$ cat src/rtl/stor_dma_engine.sv
module stor_dma_engine #(
  parameter int THRESH = 4,
  parameter int LVL_W  = 8
) (
  input  logic             clk,
  input  logic             rst_n,
  input  logic             reg_we,
  input  logic [1:0]       reg_addr,
  input  logic [31:0]      reg_wdata,
  output logic [31:0]      reg_rdata,
  input  logic             mode_direct,
  input  logic             ev_activate,
  input  logic             ev_data,
  input  logic             soft_rst,
  output logic             mreq_valid,
  output logic             mreq_write,
  output logic [31:0]      mreq_addr,
  output logic [31:0]      mreq_wdata,
  input  logic             mrsp_valid,
  input  logic [1:0]       mrsp_code,
  input  logic [31:0]      mrsp_rdata,
  output logic             tx_push,
  output logic [31:0]      tx_data,
  input  logic             tx_full,
  input  logic [LVL_W-1:0] rx_level,
  input  logic [31:0]      rx_data,
  output logic             rx_pop,
  output logic             irq
);

  localparam int CW = 15;
  localparam logic [CW-1:0] MAXW = CW'(16384);

  typedef enum logic [2:0] {S_IDLE, S_ARM, S_FADR, S_FCNT, S_WAIT, S_MOVE} st_t;
  st_t st;

  logic          start, dir, active, err, intr, seen_a, seen_d, last;
  logic [31:0]   tbl, cur, bufa;
  logic [CW-1:0] left;

  wire go    = dir ? (seen_d | ev_data) : (seen_a | ev_activate);
  wire ok    = mrsp_valid && mrsp_code == 2'd0;
  wire abort = mrsp_valid && mrsp_code == 2'd3;
  wire kick  = reg_we && reg_addr == 2'd0 && reg_wdata[0] && !start && !active;
  wire rx_ok = (32'(rx_level) >= 32'(THRESH)) || (last && 32'(rx_level) >= 32'(left));
  wire ready = dir ? rx_ok : !tx_full;
  wire [CW-1:0] words = (mrsp_rdata[15:2] == 14'd0) ? MAXW : {1'b0, mrsp_rdata[15:2]};

  assign mreq_valid = st == S_FADR || st == S_FCNT || st == S_MOVE;
  assign mreq_write = st == S_MOVE && dir;
  assign mreq_addr  = st == S_FADR ? cur : st == S_FCNT ? cur + 32'd4 : bufa;
  assign mreq_wdata = rx_data;
  assign tx_push    = st == S_MOVE && !dir && ok;
  assign tx_data    = mrsp_rdata;
  assign rx_pop     = st == S_MOVE && dir && ok;
  assign irq        = intr;

  always_comb begin
    case (reg_addr)
      2'd0:    reg_rdata = {28'd0, dir, 2'b00, start};
      2'd1:    reg_rdata = {29'd0, intr, err, active};
      2'd2:    reg_rdata = tbl;
      default: reg_rdata = 32'd0;
    endcase
  end

  always_ff @(posedge clk) begin
    if (!rst_n) begin
      st <= S_IDLE;
      {start, dir, active, err, intr, seen_a, seen_d, last} <= '0;
      tbl  <= '0;
      cur  <= '0;
      bufa <= '0;
      left <= '0;
    end else begin
      if (reg_we) begin
        case (reg_addr)
          2'd0: begin
            start <= reg_wdata[0];
            if (!active) dir <= reg_wdata[3];
          end
          2'd1: begin
            if (reg_wdata[1]) err  <= 1'b0;
            if (reg_wdata[2]) intr <= 1'b0;
          end
          2'd2: if (!active) tbl <= {reg_wdata[31:2], 2'b00};
          default: ;
        endcase
      end
      if (active) begin
        seen_a <= seen_a | ev_activate;
        seen_d <= seen_d | ev_data;
      end
      if (kick) begin
        active <= 1'b1;
        seen_a <= 1'b0;
        seen_d <= 1'b0;
        cur    <= tbl;
        st     <= mode_direct ? S_FADR : S_ARM;
      end else if (soft_rst && active) begin
        active <= 1'b0;
        st     <= S_IDLE;
      end else if (mreq_valid && abort) begin
        err    <= 1'b1;
        active <= 1'b0;
        st     <= S_IDLE;
      end else begin
        case (st)
          S_ARM:  if (go) st <= S_FADR;
          S_FADR: if (ok) begin
            bufa <= {mrsp_rdata[31:2], 2'b00};
            st   <= S_FCNT;
          end
          S_FCNT: if (ok) begin
            left <= words;
            last <= mrsp_rdata[31];
            st   <= S_WAIT;
          end
          S_WAIT: if (go && ready) st <= S_MOVE;
          S_MOVE: if (ok) begin
            bufa <= bufa + 32'd4;
            left <= left - 1'b1;
            if (left == CW'(1)) begin
              if (last) begin
                active <= 1'b0;
                intr   <= 1'b1;
                st     <= S_IDLE;
              end else begin
                cur <= cur + 32'd8;
                st  <= S_FADR;
              end
            end else begin
              st <= S_WAIT;
            end
          end
          default: ;
        endcase
      end
    end
  end


  retry_hold_chk: assert property (@(posedge clk) disable iff (!rst_n)
    mreq_valid && mrsp_valid && (mrsp_code == 2'd1 || mrsp_code == 2'd2) && !soft_rst
    |=> mreq_valid && $stable(mreq_addr) && $stable(mreq_write));


  abort_stop_chk: assert property (@(posedge clk) disable iff (!rst_n)
    mreq_valid && mrsp_valid && mrsp_code == 2'd3 && !soft_rst |=> !mreq_valid && err);


  wr_fill_chk: assert property (@(posedge clk) disable iff (!rst_n)
    mreq_valid && mreq_write |-> rx_level != '0);


  srst_stop_chk: assert property (@(posedge clk) disable iff (!rst_n)
    soft_rst && active |=> !active && !mreq_valid);


  idle_quiet_chk: assert property (@(posedge clk) disable iff (!rst_n)
    !active |-> !mreq_valid);


  done_irq_chk: assert property (@(posedge clk) disable iff (!rst_n)
    $rose(irq) |-> $fell(active));

endmodule

$ cat config.mk
export PLATFORM = sky130hd
export DESIGN_NAME = stor_dma_engine
export DESIGN_NICKNAME = d
export VERILOG_FILES = /design/src/rtl/stor_dma_engine.sv
export SDC_FILE = /design/constraint.sdc
export NUM_CORES = 1
export LEC_CHECK = 0
export BUFFER_PORTS_ARGS = -buffer_cell sky130_fd_sc_hd__buf_2
export CAP_MARGIN = 20
export CELL_PAD_IN_SITES_DETAIL_PLACEMENT = 1
export CELL_PAD_IN_SITES_GLOBAL_PLACEMENT = 1
export CORE_AREA = 2 2 145 147
export CTS_CLUSTER_SIZE = 30
export DETAILED_ROUTE_END_ITERATION = 10
export DIE_AREA = 0 0 147 149
export HOLD_SLACK_MARGIN = 0.02
export PLACE_DENSITY = 0.93
export SLEW_MARGIN = 20
export SYNTH_ARGS = -nofsm -noshare
export SYNTH_HDL_FRONTEND = slang
export SYNTH_SLANG_ARGS = --single-unit
$ cat constraint.sdc
create_clock -name clk -period 4.5 [get_ports clk]
set_clock_uncertainty 0.15 [all_clocks]
set_input_delay 0.225 -clock clk [delete_from_list [all_inputs] [get_ports clk]]
set_output_delay 0.225 -clock clk [all_outputs]
set_load 0.1 [all_outputs]
==> impl_metrics.env <==
export IMPL_outcome="completed"
export IMPL_vias=8794
export IMPL_layout_commonest_cell="buf_2"
export IMPL_num_antenna_cells=0
export IMPL_switching_share_pct=33.6
export IMPL_grt_overflow=0
export IMPL_cts_sinks=116
export IMPL_multiInputGateArea_um2=4860
export IMPL_drt_initial_drc_count=624
export IMPL_hp_class="input pin to register"
export IMPL_ant_nets=0
export IMPL_worst_pin_slew_ns=1.16
export IMPL_start_kind="register"
export IMPL_fill_cells=2655
export IMPL_fp_dieH_um=149
export IMPL_slew_headroom_pct=22.1
export IMPL_synth_cells=1125
export IMPL_min_period_over_period_pct=82.7
export IMPL_worstPathRequired_ns=4.12
export IMPL_grt_pass1_wl_um=47900
export IMPL_seqCellArea_um2=2320
export IMPL_route_detailed_drc=0
export IMPL_cts_root_buf="clkbuf_16"
export IMPL_crit_slowest_cell="buf_2"
export IMPL_first_pass_iters=5
export IMPL_tns_ns=0
export IMPL_ys_seq_area_share_pct=28.9
export IMPL_drive_gt1_share_pct=20.9
export IMPL_clockBufferDepth=2
export IMPL_cts_htree_levels=4
export IMPL_power_leakage_uw=0.00356
export IMPL_synthFlopType="dfxtp_1"
export IMPL_cap_violations=0
export IMPL_slowest_delay_ns=0.53
export IMPL_setup_violations=0
export IMPL_start_util_pct=39.2
export IMPL_power_switching_uw=965
export IMPL_p_comb_share_pct=16.4
export IMPL_powerDensity_nw_per_um2=299
export IMPL_power_frac_clock_pct=45.6
export IMPL_mostFrequentLayoutCells="buf_2, nand2_1, dfxtp_1"
export IMPL_cts_made_buffers=17
export IMPL_ir_worst_vdd_v=0.000245
export IMPL_yosysWarnings=0
export IMPL_synth_edf_count=0
export IMPL_ys_types=77
export IMPL_portBuffers=179
export IMPL_cts_setup_buffers=0
export IMPL_arrival_ns=3.35
export IMPL_cp_end_kind="primary output"
export IMPL_dp_hpwl_um=20300
export IMPL_routabilityCongestion=0.928
export IMPL_netlist_area_um2=8050
export IMPL_hold_violations=0
export IMPL_path_buf_inv=2
export IMPL_area_growth_pct=19.1
export IMPL_min_period_ns=3.72
export IMPL_grt_setup_unrepaired="no"
export IMPL_clk_latency_ns=0.42
export IMPL_cts_reportedPaths_clkPinSlew_ns=0.06
export IMPL_crit_top_cell="nor3_1"
export IMPL_totalWireLength_um=30000
export IMPL_crit_fanout=9
export IMPL_grt_antenna_before_repair=0
export IMPL_worstSetupPathType="register to primary output"
export IMPL_cts_tree="built"
export IMPL_dieArea_um2=21900
export IMPL_power_frac_seq_pct=37.9
export IMPL_die_x_um=147
export IMPL_slew_viol_final=0
export IMPL_fin_nets=1369
export IMPL_core_area_um2=20600
export IMPL_synth_area_per_cell_um2=7.15
export IMPL_ys_ff_latch=116
export IMPL_clock_fmax_ghz=0.269
export IMPL_ios=250
export IMPL_first_global_vias=8861
export IMPL_crit_family="simple AND/OR/NAND/NOR gates"
export IMPL_grt_max_degree=63
export IMPL_wl_per_cell_um=19.7
export IMPL_async_reset_ff_share_pct=0
export IMPL_grt_usage_pct=27.0
export IMPL_internal_power_uw=1900
export IMPL_rows=53
export IMPL_path_cells="ha_1 -> nand3_2 -> nor3_1 -> nand4_1 -> buf_4 -> nor3_1 -> xnor2_1 -> o21ai_0 -> buf_2"
export IMPL_postLayoutCoreUtil_pct=46.6
export IMPL_vias_per_cell=5.76
[worst reg2reg max path, cell delays in order (launching register included)]
cell and delay [ns]:
dfxtp_1 0.40, or4b_4 0.59, o211ai_1 0.94, a21o_1 0.49, nor3_1 0.12, a21oi_1 0.15, nor2_1 0.07
[sequential cells by signal, indices dropped and copies added (netlist names)]
signal	count
bufa	30
err	1
tbl	30
left	15
cur	30
start	1
seen_d	1
seen_a	1
dir	1
irq	1
active	1
st	3
last	1
[final timing paths]
path                        from             to  slack (ns)  cells after the start
hold reg to reg           seen_d         seen_d        0.31                      2
hold / removal    mrsp_rdata[12]       left[10]        0.03                      3
setup / recovery          cur[4]  mreq_addr[31]        0.78                      9
setup reg to reg          active        left[0]        1.45                      6
[kinds of logic (layout without fill, tap and decap cells)]
family	count (synthesis)	in the layout	share of synthesized area, %
and+or+nand+nor	491	491	30.4
other	1	2	0.0466
DFF	116	116	28.9
muxes	5	5	0.622
AOI/OAI and AO/OA	285	285	21.2
buffers and inverters	160	285	10.9
xor gates and xnor gates	53	53	5.77
adders and majority gates	14	14	2.18
[layer usage]
metal | vias to the layer above | wire length, um | GRT usage [%]
li1 | 4134 | - | -
met1 | 4274 | 13000 | 33.9
met2 | 314 | 14500 | 46.2
met3 | 72 | 1590 | 5.02
met4 | 0 | 983 | 10.6
met5 | - | 0 | 0
[stage by stage]
| stage | worst slack (ns) | area (um^2) | hold slack, ns | instances | total power (uW) |
|---|---|---|---|---|---|
| finish | 0.778 | 9590 | 0.0327 | 1526 | 2870 |
| global route | 0.641 | 9590 | 0.0605 | 1526 | 2960 |
| CTS | 0.817 | 9570 | 0.0212 | 1525 | 2880 |
| detailed placement | 1.27 | 8580 | 0.301 | 1450 | 1540 |
| global placement | 1.43 | 8580 | 0.293 | 1450 | 1530 |
| floorplan | 0.226 | 8050 | 0.211 | 1126 | 1590 |
[cells in the mapped netlist, types with 3 or more instances]
master,n,area (um^2)
nor4_2,3,37.5
nand4_1,26,163
a211oi_1,25,188
a22o_1,3,26.3
nand3_1,48,240
and2_1,32,200
a22oi_1,4,30.0
nor4_1,8,50.1
nand3b_1,5,37.5
o21ai_0,87,435
buf_2,11,55.1
xnor2_1,29,254
dfxtp_1,116,2320
o31a_1,3,26.3
o22ai_1,6,37.5
and4_1,5,43.8
a41oi_1,4,35.0
nand2_1,174,653
a311oi_1,3,26.3
nor2_1,90,338
o221a_2,6,67.6
xor2_1,24,210
ha_1,14,175
and3_1,13,81.3
a32o_1,3,30.0
nand2b_1,4,25.0
nor3_1,34,170
inv_1,16,60.1
a21oi_1,105,526
nor2b_1,12,75.1
nor3_2,5,50.1
or2_2,4,25.0
mux2i_1,5,50.1
clkbuf_1,62,233
buf_4,67,503
a31oi_1,13,81.3
or3_1,7,43.8
[power groups by stage]
stage | combinational [uW] | clock (uW) | sequential (uW)
finish | 472 | 1310 | 1090
global route | 500 | 1370 | 1090
CTS | 465 | 1330 | 1090
detailed placement | 434 | 0 | 1110
global placement | 427 | 0 | 1110
floorplan | 498 | 0 | 1090
[cell type report]
cell class                 instances  share of cell area, %
multi-input combinational        850                   50.7
sequential                       116                   24.2
timing repair buffer             236                   15.0
clock buffer                      17                   4.44
tap                              275                   3.59
clock inverter                    15                   1.41
inverter                          17                  0.665
[what timing repair did]
item	4_1_cts	5_1_grt
gates resized for setup	0	0
hold buffers	43	0
hold endpoints to repair	45	0
Power figures use the tool's default switching activity.
